**src/rtl/link_conn_seq.sv**
```systemverilog
module link_conn_seq #(
  parameter int TB_MIN = 4,
  parameter int C_MIN  = 6
) (
  input  logic       clk,
  input  logic       rst_n,
  input  logic [1:0] cmd,
  input  logic       maint_req,
  input  logic       join_req,
  input  logic [2:0] line_st,
  input  logic       tpc_exp,
  input  logic       tne_exp,
  output logic [3:0] state,
  output logic [2:0] break_reason,
  output logic       break_pulse,
  output logic       trace_prop
);
  localparam int DMAX = (TB_MIN > C_MIN) ? TB_MIN : C_MIN;
  localparam int CW   = $clog2(DMAX + 1);

  localparam logic [3:0] S_OFF = 4'd0, S_BRK = 4'd1, S_TRC = 4'd2, S_CON = 4'd3,
                         S_NXT = 4'd4, S_SIG = 4'd5, S_JON = 4'd6, S_VER = 4'd7,
                         S_ACT = 4'd8, S_MNT = 4'd9;
  localparam logic [2:0] L_QUIET = 3'd2, L_IDLE = 3'd3, L_MASTER = 3'd4, L_HALT = 3'd5;

  logic [3:0]    nxt;
  logic [2:0]    cause, auto_cause;
  logic [CW-1:0] cnt;

  wire tpc_set = state inside {S_CON, S_NXT, S_JON, S_VER, S_TRC};
  wire tne_set = state inside {S_TRC, S_CON, S_NXT, S_SIG, S_JON, S_VER, S_ACT};
  wire ls_set  = state inside {S_NXT, S_SIG, S_JON, S_VER, S_ACT};

  always_comb begin
    if (tpc_exp && tpc_set)                      auto_cause = 3'd2;
    else if (tne_exp && tne_set)                 auto_cause = 3'd3;
    else if (line_st == L_QUIET && ls_set)       auto_cause = 3'd4;
    else if (line_st == L_IDLE && state == S_TRC) auto_cause = 3'd5;
    else if (line_st == L_HALT && ls_set)        auto_cause = 3'd6;
    else                                         auto_cause = 3'd0;
  end

  always_comb begin
    nxt   = state;
    cause = 3'd0;
    if (cmd == 2'd1) begin
      nxt = S_BRK; cause = 3'd1;
    end else if (cmd == 2'd2) begin
      nxt = S_TRC;
    end else if (cmd == 2'd3) begin
      nxt = S_OFF;
    end else if (auto_cause != 3'd0) begin
      nxt = S_BRK; cause = auto_cause;
    end else begin
      case (state)
        S_OFF: if (maint_req) nxt = S_MNT;
        S_BRK: if (cnt == CW'(TB_MIN - 1)) nxt = S_CON;
        S_CON: if (cnt == CW'(C_MIN - 1)) nxt = S_NXT;
        S_NXT: nxt = join_req ? S_JON : S_SIG;
        S_SIG: if (tpc_exp) nxt = S_NXT;
        S_JON: nxt = S_VER;
        S_VER: nxt = S_ACT;
        default: nxt = state;
      endcase
    end
  end

  always_ff @(posedge clk or negedge rst_n) begin
    if (!rst_n) begin
      state        <= S_OFF;
      break_reason <= 3'd0;
      break_pulse  <= 1'b0;
      trace_prop   <= 1'b0;
      cnt          <= '0;
    end else begin
      state       <= nxt;
      break_pulse <= (cause != 3'd0);
      if (cause != 3'd0) break_reason <= cause;
      trace_prop  <= (line_st == L_MASTER) && (state == S_ACT || state == S_TRC);
      if (nxt != state || cause != 3'd0)      cnt <= '0;
      else if (state == S_BRK || state == S_CON) cnt <= cnt + 1'b1;
    end
  end

  assert_stop_cmd_R2: assert property (@(posedge clk) disable iff (!rst_n)
    cmd == 2'd3 |=> state == S_OFF);
  assert_maint_from_off_R4: assert property (@(posedge clk) disable iff (!rst_n)
    (state == S_OFF && cmd == 2'd0 && maint_req) |=> state == S_MNT);
  assert_join_to_verify_R8: assert property (@(posedge clk) disable iff (!rst_n)
    (state == S_JON && cmd == 2'd0 && !tpc_exp && !tne_exp &&
     line_st != L_QUIET && line_st != L_HALT) |=> state == S_VER);
  assert_pulse_in_break_R11: assert property (@(posedge clk) disable iff (!rst_n)
    break_pulse |-> state == S_BRK);
  assert_reason_held_R12: assert property (@(posedge clk) disable iff (!rst_n)
    !break_pulse |-> $stable(break_reason));
  assert_legal_code_R3: assert property (@(posedge clk) disable iff (!rst_n)
    state <= S_MNT);
  assert_trace_only_R13: assert property (@(posedge clk) disable iff (!rst_n)
    trace_prop |-> ($past(state) == S_ACT || $past(state) == S_TRC));
endmodule

```
**config.mk**
```make
export PLATFORM = sky130hd
export DESIGN_NAME = link_conn_seq
export DESIGN_NICKNAME = d
export VERILOG_FILES = /design/src/rtl/link_conn_seq.sv
export SDC_FILE = /design/constraint.sdc
export NUM_CORES = 1
export LEC_CHECK = 0
export ABC_CLOCK_PERIOD_IN_PS = 2150
export CAP_MARGIN = 40
export CORE_MARGIN = 5
export CORE_UTILIZATION = 50
export CTS_CLUSTER_DIAMETER = 50
export DETAILED_ROUTE_END_ITERATION = 10
export PLACE_DENSITY = 0.78
export SLEW_MARGIN = 0
export SYNTH_ARGS = -nofsm -noshare
export SYNTH_HDL_FRONTEND = slang
export SYNTH_SLANG_ARGS = --single-unit
```
**constraint.sdc**
```tcl
create_clock -name clk -period 2.15 [get_ports clk]
set_input_delay 0.215 -clock clk [delete_from_list [all_inputs] [get_ports clk]]
set_output_delay 0.215 -clock clk [all_outputs]
set_load 0.02 [all_outputs]
```
# Word level (Yosys, flattened, before mapping)
# Index checks and enable logic that the tools add are counted.
# W data, S select, Z words.
[op_classes] addsub=1 n_mul=0 div_mod_pow=0 order_cmp=0 eq_ne=18 shift=0 n_mux=21 bitwise=0 n_reduce_logical=16
[op_table] op="$mux W3" n=11
[op_table] op="$mux W4" n=8
[op_table] op="$pmux W4 S7" n=1
[op_table] op="$eq A4 B3 Y1 const B" n=4
[op_table] op="$reduce_bool A5 Y1" n=2
[op_table] op="$eq A3 B2 Y1 const B" n=3
[op_table] op="$eq A3 B3 Y1 const B" n=3
[op_table] op="$eq A4 B2 Y1 const B" n=2
[op_table] op="$reduce_bool A7 Y1" n=1
[op_table] op="$logic_and A1 B1 Y1" n=6
[op_table] op="$reduce_bool A3 Y1" n=2
[op_table] op="$eq A2 B2 Y1 const B" n=2
[op_table] op="$eq A4 B1 Y1 const B" n=1
[op_table] op="$eq A4 B4 Y1 const B" n=1
[op_table] op="$logic_not A4 Y1" n=1
[op_table] op="$ne A4 B4 Y1" n=1
[op_table] op="$add A3 B1 Y3 const B" n=1
[op_table] op="$logic_or A1 B1 Y1" n=3
[op_table] op="$eq A2 B1 Y1 const B" n=1
[op_table] op="$mux W2" n=1
[op_table] op="$reduce_bool A2 Y1" n=1
[totals] regBits=12 latchBits=0 ram_bits=0 mem_bits_ro=0 in_bits=11 output_inout_bits=9 wordCells=61 mem_count=0

# Depth between registers and ports, before layout
[logic_depth] word_depth=16 depth_mapped=9

# Worst setup path after synthesis
# OpenSTA, ideal clock, no wires.
[synth_timing] kind="reg2reg" from="reg state[1]" to="reg cnt[2]" arrival_time_ps=2013 slack_ps=48 stages_incl_launch_ff=9 synth_period_minus_slack_ps=2102 cell_sequence="dfrtp_1 > buf_4 > nor4b_4 > a2bb2oi_2 > nor4_1 > and3_4 > a2111oi_4 > nand4_1 > nor3b_1"
[synth_between] elab_chain_len=16
[synth_lines] element="start, declared" line="13" source="output logic [3:0] state,"
[synth_lines] element="start signal, assigned" line="76" source="state <= nxt;"
[synth_lines] element="$eq A4 B3 Y1, or another cell as far along"
[synth_lines] element="$reduce_bool A5 Y1" line="32" source="wire ls_set = state inside {S_NXT, S_SIG, S_JON, S_VER, S_ACT};"
[synth_lines] element="$logic_and A1 B1 Y1" line="39" source="else if (line_st == L_HALT && ls_set) auto_cause = 3'd6;"
[synth_lines] element="$mux W3" line="39"
[synth_lines] element="$mux W3" line="38" source="else if (line_st == L_IDLE && state == S_TRC) auto_cause = 3'd5;"
[synth_lines] element="$mux W3" line="37" source="else if (line_st == L_QUIET && ls_set) auto_cause = 3'd4;"
[synth_lines] element="$mux W3" line="36" source="else if (tne_exp && tne_set) auto_cause = 3'd3;"
[synth_lines] element="$mux W3" line="35" source="if (tpc_exp && tpc_set) auto_cause = 3'd2;"
[synth_lines] element="$reduce_bool A3 Y1" line="52" source="end else if (auto_cause != 3'd0) begin"
[synth_lines] element="$mux W4 / $mux W3 (equally long branches)" line="52"
[synth_lines] element="$mux W4 / $mux W3 (equally long branches)" line="50" source="end else if (cmd == 2'd3) begin"
[synth_lines] element="$mux W4 / $mux W3 (equally long branches)" line="48" source="end else if (cmd == 2'd2) begin"
[synth_lines] element="$mux W4 / $mux W3 (equally long branches)" line="46" source="if (cmd == 2'd1) begin"
[synth_lines] element="$ne A4 B4 Y1 / $reduce_bool A3 Y1 (equally long branches)" line="80" source="if (nxt != state || cause != 3'd0) cnt <= '0;"
[synth_lines] element="$logic_or A1 B1 Y1" line="80"
[synth_lines] element="$mux W3 / $reduce_bool A2 Y1 (equally long branches)"
[synth_lines] element="end signal, assigned" line="81" source="else if (state == S_BRK || state == S_CON) cnt <= cnt + 1'b1;"
[synth_lines] element="end, declared" line="28" source="logic [CW-1:0] cnt;"
# Parallel ways exist; a longest one is shown, timed or not.
# A chain may end at the register's enable or synchronous reset.

# Worst setup path in the final report
[layout_timing] from="reg state[2]" to="reg cnt[2]"
# The elaborated chain is that of the path after synthesis.

==> results.md <==
Run status:
- The flow ran to the end, but the final reports show violations.
- The checks that failed: negative setup slack.

Clock tree:
- At the later pin of the worst-skew pair, clock insertion delay measures 0.29 ns.
- The maximum level of the CTS H-tree is 1.
- The largest buffer count on any clock path is 2.
- In this run, post-CTS hold repair placed 0 buffers.
- The number of sinks on the clock net is 12.
- The clock transition at the registers of the reported paths is 0.09 ns.
- The cell at the root of the clock tree is clkbuf_4.
- The number of buffers created by CTS is 3.
- The CTS tree is built.

Floorplan:
- The overall die width is 53.95 um.
- The initialized floorplan defines 15 standard-cell rows.
- The floorplan step defined a die boundary enclosing about 2900 um^2.
- The die is 53.95 um tall.
- For this configuration, the core starts out at a cell density of 54.18%.
- The total core area is 1783 um^2.
- For this design the top-level I/O count stands at 20.

Drt:
- For this run, the detailed router's first-pass iteration total came to 4.
- In the routed design, unresolved DRC markers number 0.
- The number of nets still failing antenna checks after routing is 0.
- The first routing iteration left 34 violations.
- The ratio of routed vias to standard cells is 5.775.
- The routed design has 2907 um of wire.
- Dividing the detail-routed wire length by the instance count gives 16.33 um.
- The number of vias after detailed routing is between 1000 and 1500.

Power:
- The peak ir drop on the vdd network is 373.9 uV.
- Total power for the finished layout comes to 695.3 uW.
- Dividing total power by cell area gives a power density of 490.0 nW/um^2.
- The analysis attributes to cell leakage a power of 0.0006035 uW.

Finish:
- The number of antenna cells inserted is 0.
- The fraction of final layout cells with drive strength greater than 1 is between 30% and 40%.
- Once layout is complete, the utilization of the core stands at 79.58%.
- The post-layout net count is 168.
- The filler-free cell count of the finished design is around 180.
- Relative to the synthesized area, the layout overhead comes to 46.89%.

Logic synthesis:
- After synthesis, the largest area contributor takes up 31.09% of total cell area.
- In the post-synthesis netlist, the biggest area contributors are dfrtp_1 31%, a21oi_1 5.7%, nor2_1 4.7%.
- Summing every instance area after synthesis gives 965.9 um^2.
- The largest total area in the synthesized netlist belongs to dfrtp_1.
- The synthesized area per cell is 8.399 um^2.
- In the synthesized netlist, the cells that appear most often are 12 x dfrtp_1, 12 x nor2_1, 11 x a21oi_1.
- The number of nets in the synthesized netlist is 129.
- Counting every instance in the synthesized netlist gives 115.
- The main flop type after synthesis is dfrtp_1.
- The netlist uses 44 different library cells.
- The fraction of synthesis flops using an asynchronous set or reset pin is 100.0%.
- In this run, synthesis produced a sequential element count of 12.
- The Yosys step of the flow raised 0 warnings.
- Yosys mapped a number of flops with a built-in enable equal to 0.
- The sequential-to-total area share from yosys stat is 31.09%.

Place:
- At the end of routability-driven placement, the weighted congestion stood at 0.9241.
- The detailed placer's ending HPWL is roughly 2000 um.
- The number of buffers added on ports is 19.
- The placed cell count is 173.

Worst setup path:
- The worst setup path is of the flip-flop to flip-flop kind.
- STA classifies the critical path startpoint as a flip-flop.
- The arrival time reported for the critical path endpoint is 2.45 ns.
- The maximum fanout encountered on the critical timing path is 7.
- Data on the critical path is required at its endpoint by 2.35 ns.
- The worst setup path is captured at a flip-flop.

Timing:
- Setup violations remaining at the end of the flow were counted as 1.
- The transition at the pin with the smallest max-transition slack is 0.5800 ns.
- The fmax is between 400 and 500 MHz.
- The final max-slew violation count is 0.
- The final cycle utilization of the critical path is 104.3%.
- The worst path setup slack after routing is -0.09324 ns.
- The minimum clock period is 2.243 ns.
- Setup repair after global routing could not meet its margin everywhere.
- Across the routed clock network, the largest skew measured is 0.006878 ns.
- The number of endpoints with negative hold slack in the final report is 0.
- The relative max-transition margin is 61.21%.
- The tightest hold path in the finished design has a slack of around 0.28 ns.

Worst hold path:
- The path class of the tightest hold or removal check is input port to asynchronous set/reset pin.

Global routing:
- The initial antenna violation count is 0.
- The number of global-route vias before repair came to between 1000 and 1500.
- Entering global routing, the biggest net connects 14 pins.
- The first global-routing pass estimated ~4500 um of wire.
- After global routing the overflow that remains totals 0.
- The global router's overall resource usage is 21.65%.

Job:
- The tool flagged a number of max-cap violations equal to 0.
## worst max-delay path, cell delays in order (launching register included)
cell       delay, ns
dfrtp_2         0.48
nor2_2          0.23
nor2_1          0.06
o21a_1          0.17
o311a_1         0.34
a2111oi_4       0.34
nand4_1         0.26
nor3b_2         0.27
## state kept, by name, summed over array words and instances (netlist names)
register      flops
trace_prop        1
cnt               3
break_pulse       1
state             4
break_reason      3
## through the flow
step	TNS, ns	cell area [um^2]	worst slack [ns]
final	-0.09324	1419	-0.09324
after CTS	0	1349	0.03882
after global placement	-0.4691	1311	-0.1595
after global routing	-0.4142	1419	-0.1979
after floorplan	0	965.9	0.04849
after detailed placement	-0.6148	1311	-0.2221
## cell type report
cell class	instances	area (um^2)
multi-input cells	88	659.4
fillers	116	364.1
repair buffers	41	359.1
flip-flops and latches	12	302.8
clock buffers	4	36.28
well taps	25	31.28
inverters	8	30.03
## placed cells by master (no fill, tap or decap), types with 3 or more instances in the layout
master            n
a21oi_1          10
dfrtp_1          10
nor2_1           11
nor2b_1           5
inv_1             8
clkbuf_4          3
buf_4            21
ha_1              3
clkdlybuf4s50_1  19
nand3_1           3
o21ai_0           5
nand2_1           6
nor3_1            3
nor3_2            3
## timing repair
item / CTS / global route
setup endpoints to repair: 3 / 3
cloned: 0 / 0
gates resized for setup: 1 / 13
pin swaps: 0 / 9
buffers inserted: 0 / 1
## cell families (layout without fill, tap and decap cells)
logic type                 count (synthesis)  after routing  synth area share (%)
xor gates and xnor gates                   1              1                0.9069
AOI/OAI and AO/OA                         32             32                 25.00
and+or+nand+nor                           50             50                 30.44
muxes                                      2              2                 2.073
DFF                                       12             12                 31.09
buffers and inverters                     15             53                 6.606
adders and majority gates                  3              3                 3.886
## power breakdown
part	leakage, uW	internal, uW	switching (uW)
clock network	0.0000210	103	90.9
registers	0.000156	240	14.1
logic	0.000426	119	128
total	0.000604	462	233
## routing by layer
metal  share of wire, %  global-route usage [%]  vias to the layer above
met5                  0                       0                        -
met4                2.5                   12.34                        0
met3                3.7                   3.047                        9
met2                 50                   35.28                       33
met1                 44                   27.10                      496
li1                   -                       -                      490
## final timing paths
| kind | slack [ns] | start | to | depth (start not counted) |
|---|---|---|---|---|
| max | -0.09 | state[2] | cnt[2] | 7 |
| min | 0.28 | rst_n | state[0] | 1 |
| max reg2reg | -0.09 | state[2] | cnt[2] | 7 |
| min reg2reg | 0.48 | break_reason[0] | break_reason[0] | 1 |
| max in group asynchronous | 1.45 | rst_n | state[1] | 1 |
| min in group clk | 0.48 | break_reason[0] | break_reason[0] | 1 |
Note: power is estimated with default switching activity, not from simulation.
